[config.mk]
export PLATFORM = sky130hd
export DESIGN_NAME = pal_chroma_combiner
export DESIGN_NICKNAME = d
export VERILOG_FILES = /design/src/rtl/pal_comb_pkg.sv /design/src/rtl/pal_line_phase.sv /design/src/rtl/pal_line_store.sv /design/src/rtl/pal_line_mix.sv /design/src/rtl/pal_chroma_combiner.sv
export SDC_FILE = /design/constraint.sdc
export NUM_CORES = 2
export LEC_CHECK = 0
export BUFFER_PORTS_ARGS = -buffer_cell sky130_fd_sc_hd__buf_4
export CORE_MARGIN = 10
export CORE_UTILIZATION = 60
export DETAILED_ROUTE_END_ITERATION = 16
export PLACE_DENSITY = 0.82
export SLEW_MARGIN = 30
export SYNTH_ARGS = -nofsm -noshare
export SYNTH_HDL_FRONTEND = slang
export SYNTH_SLANG_ARGS = --single-unit
[constraint.sdc]
create_clock -name clk -period 6.1 [get_ports clk]
set_input_delay 0 -clock clk [delete_from_list [all_inputs] [get_ports clk]]
set_output_delay 0 -clock clk [all_outputs]
set_load 0.02 [all_outputs]
[src/rtl/pal_comb_pkg.sv]
package pal_comb_pkg;

    localparam int CHROMA_W = 10;

    typedef logic signed [CHROMA_W-1:0] chroma_t;

    typedef struct packed {
        chroma_t by;
        chroma_t ry;
    } cd_pair_t;

    typedef enum logic {
        MIX_SIMPLE  = 1'b0,
        MIX_AVERAGE = 1'b1
    } mix_mode_e;

    typedef struct packed {
        logic inv;   // 1 = R-Y reversed on the current line
        logic miss;  // previous strobe disagreed with the burst
    } phase_st_t;

    localparam chroma_t CHROMA_MAX = {1'b0, {(CHROMA_W-1){1'b1}}};
    localparam chroma_t CHROMA_MIN = {1'b1, {(CHROMA_W-1){1'b0}}};

    // Negation with the single overflow case clamped.
    function automatic chroma_t neg_sat(chroma_t a);
        chroma_t r;
        if (a == CHROMA_MIN) r = CHROMA_MAX;
        else                 r = -a;
        return r;
    endfunction

    // Mean of two codes, truncated toward zero.
    function automatic chroma_t half_sum(chroma_t a, chroma_t b);
        logic [CHROMA_W:0] s;
        s = {a[CHROMA_W-1], a} + {b[CHROMA_W-1], b};
        s = s + {{CHROMA_W{1'b0}}, s[CHROMA_W] & s[0]};
        return chroma_t'(s[CHROMA_W:1]);
    endfunction

endpackage

[src/rtl/pal_line_phase.sv]
module pal_line_phase
    import pal_comb_pkg::*;
(
    input  logic clk,
    input  logic rst,
    input  logic strobe,
    input  logic burst_inv,
    output logic line_inv
);
    phase_st_t st_q, st_d;
    logic      predict;
    logic      disagree;

    always_comb begin
        predict  = ~st_q.inv;
        disagree = (predict != burst_inv);
        st_d     = st_q;
        if (strobe) begin
            if (disagree && st_q.miss) begin
                st_d.inv  = burst_inv;
                st_d.miss = 1'b0;
            end else begin
                st_d.inv  = predict;
                st_d.miss = disagree;
            end
        end
    end

    always_ff @(posedge clk) begin
        if (rst) begin
            st_q.inv  <= 1'b1;   // first strobe lands on a non-reversed line
            st_q.miss <= 1'b0;
        end else begin
            st_q <= st_d;
        end
    end

    assign line_inv = st_q.inv;
endmodule

[src/rtl/pal_line_store.sv]
module pal_line_store
    import pal_comb_pkg::*;
#(
    parameter int DEPTH = 64
) (
    input  logic     clk,
    input  logic     rst,
    input  logic     strobe,
    input  logic     smp_vld,
    input  cd_pair_t wr_data,
    output cd_pair_t rd_data,
    output logic     accept,
    output logic     have_prev
);
    localparam int AW    = (DEPTH > 1) ? $clog2(DEPTH) : 1;
    localparam int IDX_W = $clog2(DEPTH + 1);
    localparam logic [IDX_W-1:0] LAST = IDX_W'(DEPTH);

    cd_pair_t         mem [DEPTH];
    logic [IDX_W-1:0] pos_q;
    logic             seen_q;
    logic [AW-1:0]    addr;
    logic             in_range;

    assign in_range = (pos_q < LAST);
    assign addr     = AW'(pos_q);
    assign accept   = smp_vld && !strobe && seen_q && in_range;
    assign rd_data  = in_range ? mem[addr] : '0;

    always_ff @(posedge clk) begin
        if (rst) begin
            pos_q     <= '0;
            seen_q    <= 1'b0;
            have_prev <= 1'b0;
        end else if (strobe) begin
            pos_q     <= '0;
            seen_q    <= 1'b1;
            have_prev <= seen_q;
        end else if (accept) begin
            pos_q <= pos_q + 1'b1;
        end
    end

    always_ff @(posedge clk) begin
        if (rst) begin
            for (int i = 0; i < DEPTH; i++) mem[i] <= '0;
        end else if (accept) begin
            mem[addr] <= wr_data;
        end
    end
endmodule

[src/rtl/pal_line_mix.sv]
module pal_line_mix
    import pal_comb_pkg::*;
(
    input  logic      clk,
    input  logic      rst,
    input  logic      accept,
    input  logic      line_inv,
    input  logic      have_prev,
    input  mix_mode_e mode,
    input  cd_pair_t  cur,
    input  cd_pair_t  prev,
    output cd_pair_t  corr,
    output logic      out_vld,
    output cd_pair_t  out_q
);
    cd_pair_t mixed;

    always_comb begin
        corr.by = cur.by;
        corr.ry = line_inv ? neg_sat(cur.ry) : cur.ry;
    end

    always_comb begin
        if (mode == MIX_AVERAGE && have_prev) begin
            mixed.by = half_sum(corr.by, prev.by);
            mixed.ry = half_sum(corr.ry, prev.ry);
        end else begin
            mixed = corr;
        end
    end

    always_ff @(posedge clk) begin
        if (rst) begin
            out_vld <= 1'b0;
            out_q   <= '0;
        end else begin
            out_vld <= accept;
            if (accept) out_q <= mixed;
        end
    end
endmodule

[src/rtl/pal_chroma_combiner.sv]
module pal_chroma_combiner
    import pal_comb_pkg::*;
#(
    parameter int DEPTH = 64
) (
    input  logic                       clk,
    input  logic                       rst,
    input  logic                       line_start_i,
    input  logic                       burst_inv_i,
    input  logic                       mode_avg_i,
    input  logic                       smp_vld_i,
    input  logic signed [CHROMA_W-1:0] by_i,
    input  logic signed [CHROMA_W-1:0] ry_i,
    output logic                       valid_o,
    output logic signed [CHROMA_W-1:0] by_o,
    output logic signed [CHROMA_W-1:0] ry_o
);
    logic     line_inv;
    logic     accept;
    logic     have_prev;
    cd_pair_t cur, prev, corr, out_q;

    assign cur.by = by_i;
    assign cur.ry = ry_i;

    pal_line_phase u_phase (
        .clk       (clk),
        .rst       (rst),
        .strobe    (line_start_i),
        .burst_inv (burst_inv_i),
        .line_inv  (line_inv)
    );

    pal_line_store #(.DEPTH(DEPTH)) u_store (
        .clk       (clk),
        .rst       (rst),
        .strobe    (line_start_i),
        .smp_vld   (smp_vld_i),
        .wr_data   (corr),
        .rd_data   (prev),
        .accept    (accept),
        .have_prev (have_prev)
    );

    pal_line_mix u_mix (
        .clk       (clk),
        .rst       (rst),
        .accept    (accept),
        .line_inv  (line_inv),
        .have_prev (have_prev),
        .mode      (mix_mode_e'(mode_avg_i)),
        .cur       (cur),
        .prev      (prev),
        .corr      (corr),
        .out_vld   (valid_o),
        .out_q     (out_q)
    );

    assign by_o = out_q.by;
    assign ry_o = out_q.ry;
endmodule

==> results.sh <==
export IMPL_syn_cell_area_um2=59730
export IMPL_skew_ns=0.03358
export IMPL_placed_cells=5014
export IMPL_post_cts_resize_count=0
export IMPL_synthCells=4007
export IMPL_nets=3933
export IMPL_hp_class="primary input to flip-flop"
export IMPL_p_total_mw=19.69
export IMPL_grt_max_degree=81
export IMPL_start_kind="flip-flop"
export IMPL_final_common_cell="edfxtp_1"
export IMPL_crit_fanout=31
export IMPL_vias_per_cell=7.172
export IMPL_cts_tree="built"
export IMPL_instances_no_fill=5270
export IMPL_die_h_um=335.5
export IMPL_seq_area_um2=39210
export IMPL_cts_buffers=130
export IMPL_grt_pass1_wl_mm=247.6
export IMPL_final_layout_size_suffix_gt1_share_pct=21.40
export IMPL_grt_setup_unrepaired="false"
export IMPL_first_pass_iters=8
export IMPL_clk_path_buf_depth=3
export IMPL_htreeDepth=4
export IMPL_gp_congestion=0.9401
export IMPL_cp_slowest_cell="mux4_2"
export IMPL_tightest_slew_ns=1.047
export IMPL_row_count=115
export IMPL_fin_hold_ws_ns=0.05156
export IMPL_final_cell_mix="1280 x edfxtp_1, 753 x nor2_1, 564 x and3_1"
export IMPL_synth_fp_nets=4059
export IMPL_setup_ws_ns=0.1995
export IMPL_dp_hpwl_mm=98.21
export IMPL_fillers=6066
export IMPL_setup_viol=0
export IMPL_yosysWarnings=0
export IMPL_fin_setup_tns_ns=0
export IMPL_num_vias=37790
export IMPL_clkTransAtPathRegs_ns=0.06
export IMPL_root_buffer="clkbuf_16"
export IMPL_drc=0
export IMPL_maxCapViolCount=0
export IMPL_antenna_found_initial=16
export IMPL_track_usage_pct=29.84
export IMPL_synth_cell_types=67
export IMPL_vdd_drop_max_uv=273.8
export IMPL_crit_family="compound AO/OA/AOI/OAI gates"
export IMPL_pre_cts_slack_ns=0.3158
export IMPL_die_area_um2=112600
export IMPL_avgRoutedWirePerCell_um=31.82
export IMPL_finalCritPeriodShare_pct=96.73
export IMPL_relSlewSlack_pct=30.17
export IMPL_io_buffers=46
export IMPL_ioPinCount=47
export IMPL_hold_viol_final=0
export IMPL_multiInputGateArea_um2=18940
export IMPL_required_ns=6.70
export IMPL_ant_nets=0
export IMPL_area_growth_pct=9.992
export IMPL_place_area_um2=61340
export IMPL_critical_path_max_stage_delay_ns=0.56
export IMPL_drt_iter0_drc=6765
export IMPL_initial_core_util_pct=60.60
export IMPL_synth_edf_count=1280
export IMPL_status="completed"
export IMPL_cp_arrival_ns=6.50
export IMPL_worst_path_buf_inv=4
export IMPL_power_density_nw_per_um2=299.7
export IMPL_wirelength_mm=167.7
export IMPL_clk_latency_ns=0.75
export IMPL_cpMostUsedCell="mux4_2"
export IMPL_fmax_ghz=0.1695
export IMPL_synthArstFlopShare_pct=0
export IMPL_report_final_slew_viol_count=0
export IMPL_endpoint_kind="flip-flop"
export IMPL_ys_ff_latch=1318
export IMPL_core_um2=98560
export IMPL_overflow=0
export IMPL_p_leak_nw=24.24
export IMPL_cts_sinks=1318
export IMPL_post_route_util_pct=66.65
export IMPL_cts_setup_buffers=0
export IMPL_ys_seq_area_share_pct=65.63
export IMPL_die_w_um=335.5
export IMPL_stdcell_area_um2=65700
export IMPL_worstPathCellList="buf_12 -> buf_4 -> buf_4 -> mux4_2 -> mux4_2 -> mux4_2 -> nor2b_1 -> ha_1 -> a21o_1 -> a2111oi_0 -> a21o_1 -> o31a_1 -> and2_1 -> ha_1 -> nand2_1 -> inv_1 -> nand4_1 -> or3_1 -> o311ai_0 -> nand3_1"
export IMPL_holdBufCountCts=22
export IMPL_period_minus_slack_ns=5.900
export IMPL_crit_type="flip-flop to flip-flop"
export IMPL_synth_area_per_cell_um2=14.91
export IMPL_grt_pass1_vias=37250
export IMPL_ys_flop_type="edfxtp_1"
==> synthesized netlist by cell type, drive strengths merged, types with 26 or more instances <==
cell | number | share of area [%]
nand2 | 165 | 1.0
nor2b | 26 | 0.27
and2 | 29 | 0.30
mux4 | 419 | 16
edfxtp | 1280 | 64
buf | 92 | 0.70
nor2 | 762 | 4.8
and3 | 565 | 5.9
dfxtp | 38 | 1.3
clkbuf | 360 | 2.3
==> routing by layer <==
metal | routed length (µm) | global-route usage, % | up-vias
li1 | - | - | 14890
met1 | 54420 | 38.95 | 18690
met2 | 77870 | 45.59 | 3558
met3 | 25640 | 8.928 | 631
met4 | 9599 | 14.98 | 22
met5 | 152 | 0 | -
==> path summary, 6_finish.rpt <==
kind / from / to / slack, ns / cells after the start
setup / recovery: flip-flop / u_mix.out_q[19] / 0.20 / 20
hold reg to reg: u_mix.out_q[5] / u_mix.out_q[5] / 0.46 / 2
hold / removal: by_i[9] / u_store.mem[8][19] / 0.05 / 2
setup reg to reg: flip-flop / u_mix.out_q[19] / 0.20 / 20
==> kinds of logic (layout without fill, tap and decap cells) <==
logic type      Yosys count  after routing  synth area share, %
simple gates           1630           1630                13.19
xor+xnor                 30             30               0.4399
flops                  1318           1318                65.63
buf+inv                 476            451                3.109
compound gates          103            103                1.182
mux                     424            424                15.88
other cells               0              1                    0
fa+ha+maj                26             26               0.5698
==> where the power goes <==
part / internal [mW] / switching, mW
Sequential: 10.3 / 0.146
Combinational: 0.403 / 0.943
Clock: 4.45 / 3.43
==> layout make-up <==
| class | count | share of cell area, % |
|---|---|---|
| multi-input cells | 2213 | 28.83 |
| well taps | 1287 | 2.451 |
| inverters | 24 | 0.1371 |
| clock buffers | 161 | 5.306 |
| diodes | 1 | 0.003809 |
| clock inverters | 72 | 0.9523 |
| flip-flops and latches | 1318 | 59.69 |
| repair buffers | 194 | 2.630 |
==> flip-flops by register name, indices dropped and copies added, names as in the netlist, named ones only <==
signal and flops:
u_store.mem 1280, u_mix.out_q 20, u_store.pos_q 7, u_mix.out_vld 1, u_phase.line_inv 1, u_phase.st_q 1
u_store.have_prev 1, u_store.seen_q 1
Power figures use the tool's default switching activity.
